<file path="config.mk">
export PLATFORM = sky130hd
export DESIGN_NAME = sccb_master
export DESIGN_NICKNAME = d
export VERILOG_FILES = /design/src/rtl/sccb_pkg.sv /design/src/rtl/sccb_timer.sv /design/src/rtl/sccb_shift.sv /design/src/rtl/sccb_master.sv
export SDC_FILE = /design/constraint.sdc
export NUM_CORES = 1
export LEC_CHECK = 0
export ABC_AREA = 0
export BUFFER_PORTS_ARGS = -buffer_cell sky130_fd_sc_hd__buf_2
export CAP_MARGIN = 0
export CORE_MARGIN = 5
export CORE_UTILIZATION = 28
export CTS_BUF_LIST = sky130_fd_sc_hd__clkbuf_8
export CTS_CLUSTER_SIZE = 10
export DETAILED_ROUTE_END_ITERATION = 8
export SYNTH_ARGS = -nofsm -noshare
export SYNTH_HDL_FRONTEND = slang
export SYNTH_SLANG_ARGS = --single-unit
</file>
<file path="constraint.sdc">
create_clock -name clk -period 4.2 [get_ports clk]
set_clock_uncertainty 0.2 [all_clocks]
set_input_delay 0.84 -clock clk [delete_from_list [all_inputs] [get_ports clk]]
set_output_delay 0.84 -clock clk [all_outputs]
set_load 0.05 [all_outputs]
</file>
<file path="src/rtl/sccb_pkg.sv">
package sccb_pkg;

   typedef enum logic [3:0] {
      ST_IDLE,
      ST_STA0,
      ST_STA1,
      ST_STA2,
      ST_BSET,
      ST_BHI,
      ST_BLO,
      ST_STO0,
      ST_STO1,
      ST_STO2,
      ST_GUARD
   } sccb_st_e;

   // Byte on the wire for a given pass and slot of the transfer
   function automatic logic [7:0] pick_byte(
      input logic [7:0] id,
      input logic       ps,
      input logic [1:0] idx,
      input logic [7:0] addr,
      input logic [7:0] wdata);
      logic [7:0] b;
      case (idx)
         2'd0:    b = {id[7:1], ps};
         2'd1:    b = ps ? 8'hFF : addr;
         default: b = wdata;
      endcase
      return b;
   endfunction

endpackage

</file>
<file path="src/rtl/sccb_timer.sv">
module sccb_timer #(
   parameter int W = 16
) (
   input  logic         clk,
   input  logic         rst_n,
   input  logic         load,
   input  logic [W-1:0] len,
   output logic         expire
);

   logic [W-1:0] cnt;

   generate
      if (W < 1) begin : g_bad_w
         $error("sccb_timer: W must be at least 1");
      end
   endgenerate

   always_ff @(posedge clk or negedge rst_n) begin
      if (!rst_n)           cnt <= '0;
      else if (load)        cnt <= len;
      else if (cnt != '0)   cnt <= cnt - 1'b1;
   end

   assign expire = (cnt == '0);

endmodule

</file>
<file path="src/rtl/sccb_shift.sv">
module sccb_shift #(
   parameter int W = 8
) (
   input  logic         clk,
   input  logic         rst_n,
   input  logic         load,
   input  logic         shift,
   input  logic         sin,
   input  logic [W-1:0] din,
   output logic [W-1:0] q
);

   generate
      if (W < 2) begin : g_bad_w
         $error("sccb_shift: W must be at least 2");
      end
   endgenerate

   always_ff @(posedge clk or negedge rst_n) begin
      if (!rst_n)      q <= '0;
      else if (load)   q <= din;
      else if (shift)  q <= {q[W-2:0], sin};
   end

endmodule

</file>
<file path="src/rtl/sccb_master.sv">
module sccb_master
   import sccb_pkg::*;
#(
   parameter int         SETTLE_CYC = 5000,
   parameter int         HIGH_CYC   = 5000,
   parameter int         GUARD_CYC  = 625000,
   parameter logic [7:0] SLAVE_ID   = 8'h60
) (
   input  logic       clk,
   input  logic       rst_n,
   input  logic       req_valid,
   input  logic       req_read,
   input  logic [7:0] req_addr,
   input  logic [7:0] req_wdata,
   output logic       busy,
   output logic       done,
   output logic [7:0] rdata,
   output logic       scl,
   output logic       sda_oe,
   input  logic       sda_in
);

   localparam int MAX_SH  = (SETTLE_CYC > HIGH_CYC) ? SETTLE_CYC : HIGH_CYC;
   localparam int MAX_CYC = (MAX_SH > GUARD_CYC) ? MAX_SH : GUARD_CYC;
   localparam int TW      = $clog2(MAX_CYC + 1);
   localparam int BYTE_W  = 8;
   localparam logic [TW-1:0] LEN_SET   = TW'(SETTLE_CYC - 1);
   localparam logic [TW-1:0] LEN_HIGH  = TW'(HIGH_CYC - 1);
   localparam logic [TW-1:0] LEN_GUARD = TW'(GUARD_CYC - 1);
   localparam logic [3:0]    NINTH     = 4'd8;

   generate
      if (SETTLE_CYC < 1) begin : g_bad_settle
         $error("sccb_master: SETTLE_CYC must be at least 1");
      end
      if (HIGH_CYC < 1) begin : g_bad_high
         $error("sccb_master: HIGH_CYC must be at least 1");
      end
      if (GUARD_CYC < 1) begin : g_bad_guard
         $error("sccb_master: GUARD_CYC must be at least 1");
      end
      if (SLAVE_ID[0] != 1'b0) begin : g_bad_id
         $error("sccb_master: SLAVE_ID must have bit 0 clear");
      end
   endgenerate

   sccb_st_e          st, st_nx;
   logic              is_rd, pass, samp, done_q;
   logic [7:0]        addr_q, wdata_q, rdata_q;
   logic [1:0]        byte_idx;
   logic [3:0]        bit_cnt;
   logic              t_load, t_exp;
   logic [TW-1:0]     t_len;
   logic              sh_load, sh_shift;
   logic [BYTE_W-1:0] sh_din, sh_q;
   logic              last_byte, rd_byte;

   assign last_byte = (byte_idx == (is_rd ? 2'd1 : 2'd2));
   assign rd_byte   = is_rd && pass && (byte_idx == 2'd1);

   sccb_timer #(.W(TW)) u_tmr (
      .clk    (clk),
      .rst_n  (rst_n),
      .load   (t_load),
      .len    (t_len),
      .expire (t_exp)
   );

   sccb_shift #(.W(BYTE_W)) u_sh (
      .clk   (clk),
      .rst_n (rst_n),
      .load  (sh_load),
      .shift (sh_shift),
      .sin   (samp),
      .din   (sh_din),
      .q     (sh_q)
   );

   // next state
   always_comb begin
      st_nx = st;
      case (st)
         ST_IDLE:  if (req_valid) st_nx = ST_STA0;
         ST_STA0:  if (t_exp) st_nx = ST_STA1;
         ST_STA1:  if (t_exp) st_nx = ST_STA2;
         ST_STA2:  if (t_exp) st_nx = ST_BSET;
         ST_BSET:  if (t_exp) st_nx = ST_BHI;
         ST_BHI:   if (t_exp) st_nx = ST_BLO;
         ST_BLO:   if (t_exp) st_nx = (bit_cnt == NINTH && last_byte) ? ST_STO0 : ST_BSET;
         ST_STO0:  if (t_exp) st_nx = ST_STO1;
         ST_STO1:  if (t_exp) st_nx = ST_STO2;
         ST_STO2:  if (t_exp) st_nx = (is_rd && !pass) ? ST_STA0 : ST_GUARD;
         ST_GUARD: if (t_exp) st_nx = ST_IDLE;
         default:  st_nx = ST_IDLE;
      endcase
   end

   // interval for the state being entered
   always_comb begin
      t_load = (st_nx != st);
      case (st_nx)
         ST_BHI:   t_len = LEN_HIGH;
         ST_GUARD: t_len = LEN_GUARD;
         ST_IDLE:  t_len = '0;
         default:  t_len = LEN_SET;
      endcase
   end

   // shifter control
   always_comb begin
      sh_load  = 1'b0;
      sh_shift = 1'b0;
      sh_din   = '0;
      if (st == ST_STA2 && t_exp) begin
         sh_load = 1'b1;
         sh_din  = pick_byte(SLAVE_ID, pass, byte_idx, addr_q, wdata_q);
      end else if (st == ST_BLO && t_exp) begin
         if (bit_cnt == NINTH) begin
            if (!last_byte) begin
               sh_load = 1'b1;
               sh_din  = pick_byte(SLAVE_ID, pass, 2'(byte_idx + 2'd1), addr_q, wdata_q);
            end
         end else begin
            sh_shift = 1'b1;
         end
      end
   end

   always_ff @(posedge clk or negedge rst_n) begin
      if (!rst_n) begin
         st       <= ST_IDLE;
         is_rd    <= 1'b0;
         addr_q   <= '0;
         wdata_q  <= '0;
         pass     <= 1'b0;
         byte_idx <= '0;
         bit_cnt  <= '0;
         samp     <= 1'b1;
         rdata_q  <= '0;
         done_q   <= 1'b0;
      end else begin
         st     <= st_nx;
         done_q <= 1'b0;
         case (st)
            ST_IDLE: if (req_valid) begin
               is_rd    <= req_read;
               addr_q   <= req_addr;
               wdata_q  <= req_wdata;
               pass     <= 1'b0;
               byte_idx <= '0;
               bit_cnt  <= '0;
            end
            ST_BHI: if (t_exp) samp <= sda_in;
            ST_BLO: if (t_exp) begin
               if (bit_cnt == NINTH) begin
                  bit_cnt <= '0;
                  if (!last_byte) byte_idx <= 2'(byte_idx + 2'd1);
               end else begin
                  bit_cnt <= 4'(bit_cnt + 4'd1);
               end
            end
            ST_STO2: if (t_exp && is_rd && !pass) begin
               pass     <= 1'b1;
               byte_idx <= '0;
            end
            ST_GUARD: if (t_exp) begin
               done_q <= 1'b1;
               if (is_rd) rdata_q <= sh_q;
            end
            default: ;
         endcase
      end
   end

   // line drive
   always_comb begin
      scl    = 1'b1;
      sda_oe = 1'b0;
      case (st)
         ST_STA1: sda_oe = 1'b1;
         ST_STA2: begin scl = 1'b0; sda_oe = 1'b1; end
         ST_BSET, ST_BHI, ST_BLO: begin
            scl    = (st == ST_BHI);
            sda_oe = (bit_cnt != NINTH) && !rd_byte && !sh_q[BYTE_W-1];
         end
         ST_STO0: begin scl = 1'b0; sda_oe = 1'b1; end
         ST_STO1: sda_oe = 1'b1;
         default: ;
      endcase
   end

   assign busy  = (st != ST_IDLE);
   assign done  = done_q;
   assign rdata = rdata_q;

   AST_DONE_RELEASED: assert property (@(posedge clk) disable iff (!rst_n)
      done |-> (scl && !sda_oe && !busy)) else $error("done with bus active");

   AST_DATA_HOLD_HIGH: assert property (@(posedge clk) disable iff (!rst_n)
      (st == ST_BHI && $past(st) == ST_BHI) |-> $stable(sda_oe)) else $error("data moved with clock high");

   AST_NINTH_RELEASED: assert property (@(posedge clk) disable iff (!rst_n)
      (scl && st == ST_BHI && bit_cnt == NINTH) |-> !sda_oe) else $error("ninth bit pulled low");

   AST_READ_RELEASED: assert property (@(posedge clk) disable iff (!rst_n)
      (st == ST_BHI && rd_byte) |-> !sda_oe) else $error("master drove during read byte");

   AST_DONE_SINGLE: assert property (@(posedge clk) disable iff (!rst_n)
      done |=> !done) else $error("done longer than one cycle");

   AST_BUSY_IGNORES: assert property (@(posedge clk) disable iff (!rst_n)
      (busy && req_valid) |=> ($stable(addr_q) && $stable(is_rd) && $stable(wdata_q))) else $error("request taken while busy");

endmodule

</file>
# Yosys cells after proc, flatten, opt, wreduce, memory -nomap -nowiden
# Index checks and enable logic that the tools add are counted.
# classes
add_sub_neg	3
n_mul	0
shifts	0
order_cmp	0
n_mux	51
div	0
reduce_logical	34
eq_ne	22
bitwise_logic	0
# ops
operator	n
2-to-1 mux 4 bit	15
2-to-1 mux 8 bit	7
case mux 4 bit (11 select lines)	1
2-to-1 mux 20 bit	2
case mux 20 bit (2 select lines)	1
case mux 8 bit (2 select lines)	2
== test 4 bit, second input constant	5
logical NOT 20 bit	1
nonzero test 20 bit	1
subtractor 20 x 1 -> 20 bit, second input constant	1
== test 4 x 3 -> 1 bit, second input constant	4
2-to-1 mux 2 bit	7
2-to-1 mux 1 bit	11
logical AND 1 bit	10
!= test 2 bit, second input constant	5
AND reduction 3 bit	3
== test 4 x 2 -> 1 bit, second input constant	2
logical NOT 4 bit	2
case mux 4 bit (2 select lines)	1
nonzero test 2 bit	4
case mux 1 bit (2 select lines)	3
case mux 2 bit (3 select lines)	1
AND reduction 6 bit	1
adder 4 x 1 -> 4 bit, second input constant	1
14 further kinds	19
# word_totals
memories	0
register_bits	66
ramBits	0
latch_bits	0
rom_bits	0
out_inout_bits	12
word_cells	122

# Longest topological paths before layout
# depth
ltp_word	9
mapped_depth	12
mapped_depth_nobuf	9

# Hierarchy
# From an unflattened synthesis, not the netlist that was laid out.
# hier_totals
hier_cells	391
hier_area_um2	3754.9
# modules_own_cells
mod	instances	cells_per_inst	area_per_inst_um2
sccb_master	1	230	2197.1
sccb_timer	1	127	1184.9
sccb_shift	1	34	372.9

# Worst setup path before layout
# No wires, ideal clock.
# synth_timing
path_kind	reg-to-output
start	reg bit_cnt[0]
end	out sda_oe
path_stages_with_launch	7
slack_ps	1079
arrival_time_ps	2081
path_cell_list	dfrtp_1 > inv_1 > ha_1 > nand3b_1 > and4b_1 > a21oi_1 > o21ai_0
# synth_between
elab_chain_cells	4
# synth_lines
element	line	rtl
start: declaration	sccb_master.sv:51	logic [3:0] bit_cnt;
start signal: assignment	sccb_master.sv:159	bit_cnt <= 4'(bit_cnt + 4'd1);
!= test 4 bit	sccb_master.sv:184	sda_oe = (bit_cnt != NINTH) && !rd_byte && !sh_q[BYTE_W-1];
logical AND 1 bit (2 in a row)	sccb_master.sv:184	
case mux 1 bit (2 select lines)	sccb_master.sv:179	case (st)
end: declaration	sccb_master.sv:19	output logic sda_oe,
# No other way between the ends.

# Worst setup path in the final report
# layout_timing
start	reg u_tmr.cnt[0]
end	reg u_sh.q[3]
# layout_between
elab_chain_cells	5
elab_cells_between_ends	11
classes_between	mux (7); reduce/logical (4)
# layout_lines
element	line	rtl
start: declaration	sccb_timer.sv:11	logic [W-1:0] cnt;
start signal: assignment	sccb_timer.sv:21	else if (load) cnt <= len;
start signal: assignment	sccb_timer.sv:22	else if (cnt != '0) cnt <= cnt - 1'b1;
logical NOT 20 bit (*)	sccb_timer.sv:25	assign expire = (cnt == '0);
logical AND 1 bit	sccb_master.sv:117	end else if (st == ST_BLO && t_exp) begin
2-to-1 mux 8 bit / 2-to-1 mux 1 bit (equally long branches)	sccb_master.sv:117	
2-to-1 mux 8 bit / 2-to-1 mux 1 bit (equally long branches)	sccb_master.sv:114	if (st == ST_STA2 && t_exp) begin
2-to-1 mux 8 bit / nonzero test 2 bit (equally long branches)	-	
end signal: assignment	sccb_shift.sv:21	else if (load) q <= din;
end signal: assignment	sccb_shift.sv:22	else if (shift) q <= {q[W-2:0], sin};
end: declaration	sccb_shift.sv:10	output logic [W-1:0] q
# Every way passes the cells marked *; elsewhere a longest branch is shown, timed or not.
# A chain may end at the register's enable or synchronous reset.

==> flow_summary_export.csv <==
group,metric,value,unit
clock_tree,cts_setup_buffers,0,
pwr,p_sw,0.000285,W
clock_tree,ctsResizeCount,0,
timing,max_freq,311,MHz
outcome,outcome,"finished clean",
critical_path,crit_arrival,3.27,ns
synth,yosysUniqueCellTypes,66,
critical_path,critPathMaxFanout,13,
timing,rsz0062_at_grt,"false",
clock_tree,clock_tree.root_cell,"clkbuf_8",
route,ant_nets,0,
timing,hold_violations,0,
placement,placed_cells,602,
floorplan,rows,42,
floorplan,initial_utilization,0.282,
route,vias,3070,
final_layout,diodes,0,
synth,synth-warning-count,0,
timing,setup_viol,0,
timing,slew_viol_final,0,
route,routed_via_density,4.97,
pwr,p_int,0.000993,W
floorplan,die_h,125,um
critical_path,criticalPathCategory,"reg2reg",
clock_tree,cts_made_buffers,9,
placement,gp_congestion,0.834,
global_routing,grt_max_degree,38,
synth,synth_area_leaders,"dfrtp_1 (44%), nand2_1 (8.5%), mux2_2 (4.6%), nor2_1 (3.9%), a21oi_1 (3.2%)",
synth,avgSynthCellArea,9.05,um^2
global_routing,antenna_found_initial,0,
timing,tns,0,ns
final_layout,final_common_cell,"nand2_1",
route,dr.pass1.iters,5,
timing,period_needed,3.22,ns
timing,slew-limit-headroom,0.312,
critical_path,crit_required,4.25,ns
clock_tree,cts_tree,"done",
clock_tree,clkTransAtPathRegs,0.08,ns
route,wl_met2,4.49,mm
hold_path,hp-class,"reg2reg",
synth,synth_top_area_share,0.438,
route,drt-total-wl,9.02,mm
global_routing,grt_pass1_wl,15.5,mm
clock_tree,cts_max_level,3,
synth,synth_edf_count,0,
route,wl_per_cell,14.6,um
route,met1_length,3.96,mm
floorplan,die-area,15700,um^2
placement,place_hpwl,6.47,mm
pwr,p_per_area,303,nW/um^2
pwr,p_seq_frac,0.497,
pwr,p_leak,1.90,nW
pwr,power_frac_comb,0.017,
global_routing,grtUsageTotal,0.119,
timing,tightest_slew,1.03,ns
timing,fin_crit_sh,0.766,
placement,io_buffers,32,
pwr,ir_worst_vdd,0.169,mV
synth,syn_nets,437,
synth,mappedNetlistArea,3710,um^2
floorplan,core-area,13100,um^2
synth,yosys.area.top_type,"dfrtp_1",
synth,synth_seq_cells,66,
clock_tree,cts_buffer_depth,2,
route,highest-signal-layer,"met4",
synth,synth_ff_type,"dfrtp_1",
final_layout,final_cell_count_no_fill,618,
timing,hold_ws,0.284,ns
synth,syn-instance-count,410,
route,dr.first_iter.drc_count,184,
pwr,clkPwrFrac,0.486,
final_layout,layout.nets,464,
pwr,switching_share,0.223,
synth,yosysSeqAreaShare,0.445,
clock_tree,clock-sinks,66,
run,maxCapViolations,0,
route,drc,0,
critical_path,start_kind,"flop",
floorplan,die_w,125,um
final_layout,drive_gt1_frac,0.174,
critical_path,cp-end-kind,"flop",
final_layout,layout_common_cells,"nand2_1 (84), dfrtp_1 (65), nor2_1 (39)",
floorplan,ios,33,
global_routing,grt_pass1_vias,3108,
final_layout,fillers,1420,
clock_tree,hold_buffers,0,
route,wl_met3,475,um
global_routing,grt_overflow,0,
final_layout,area_growth,13.5,%
clock_tree,clock_latency,0.37,ns
synth,async_flop_share,1.00,
-- layout make-up --
class | count | area [um^2] | area share
multi-input combinational | 315 | 1900 | 0.450
inverter | 11 | 41.3 | 0.00980
sequential | 66 | 1650 | 0.392
timing repair buffer | 34 | 175 | 0.0416
clock inverter | 6 | 90.1 | 0.0214
clock buffer | 10 | 138 | 0.0327
tap | 176 | 220 | 0.0523
-- per-layer routing --
layer,GRT usage,vias up
li1,-,1500
met1,0.148,1481
met2,0.199,75
met3,0.0375,14
met4,0.0351,0
met5,0,-
-- cells in the mapped netlist, types with 4 or more instances --
library cell  number
nand2_1           84
dfrtp_1           65
nor2_1            39
a21oi_1           24
o21ai_0           21
mux2_2            15
nand3_1           15
inv_1             11
nor3_1            11
xnor2_1           11
clkbuf_1           9
ha_1               6
a21o_1             5
buf_6              5
nand2b_1           5
a311oi_1           4
o31ai_1            4
or3_1              4
xor2_1             4
-- state kept, by name (all words and copies together), names as in the netlist --
register / cells
wdata_q: 8
rdata: 8
u_tmr.cnt: 20
byte_idx: 2
addr_q: 8
samp: 1
u_sh.q: 8
is_rd: 1
done: 1
st: 4
pass: 1
bit_cnt: 4
-- worst paths after layout --
kind	start	end	slack [ns]	cells after the start
max reg2reg	u_tmr.cnt[0]	u_sh.q[3]	0.98	8
max in group asynchronous	rst_n	addr_q[6]	2.55	2
min	wdata_q[1]	wdata_q[1]	0.28	2
min in group asynchronous	rst_n	st[2]	0.32	1
max	u_tmr.cnt[0]	u_sh.q[3]	0.98	8
min reg2reg	wdata_q[1]	wdata_q[1]	0.28	2
-- cells by family after synthesis --
logic type / synth area share
buf+inv: 0.0438
mux: 0.0536
compound gates: 0.166
fa+ha+maj: 0.0202
xor+xnor: 0.0354
simple gates: 0.236
flops: 0.445
-- worst max-delay path, stage by stage (launching register included) --
cell,delay [ns]
dfrtp_1,0.39
inv_1,0.06
ha_1,0.23
nor3b_1,0.16
and4_2,0.31
nand2_1,0.41
nor2_1,0.12
a32oi_1,0.80
mux2_2,0.42
-- power by group through the flow --
stage	sequential [W]	combinational, W	clock, W
finish	0.000635	0.0000222	0.000621
global route	0.000635	0.0000267	0.000671
CTS	0.000635	0.0000236	0.000637
detailed placement	0.000647	0.0000235	0
global placement	0.000647	0.0000229	0
floorplan	0.000648	0.000000207	0
-- metrics by stage --
stage	setup WS, ns	util	cell area (um^2)	total power (W)
floorplan	1.08	-	3710	0.000648
global placement	1.11	0.303	3990	0.000670
detailed placement	0.988	0.303	3990	0.000671
CTS	0.976	0.321	4210	0.00130
global route	0.707	0.321	4210	0.00133
finish	0.985	0.321	4210	0.00128
No activity file was read; power rests on OpenSTA's default activity.
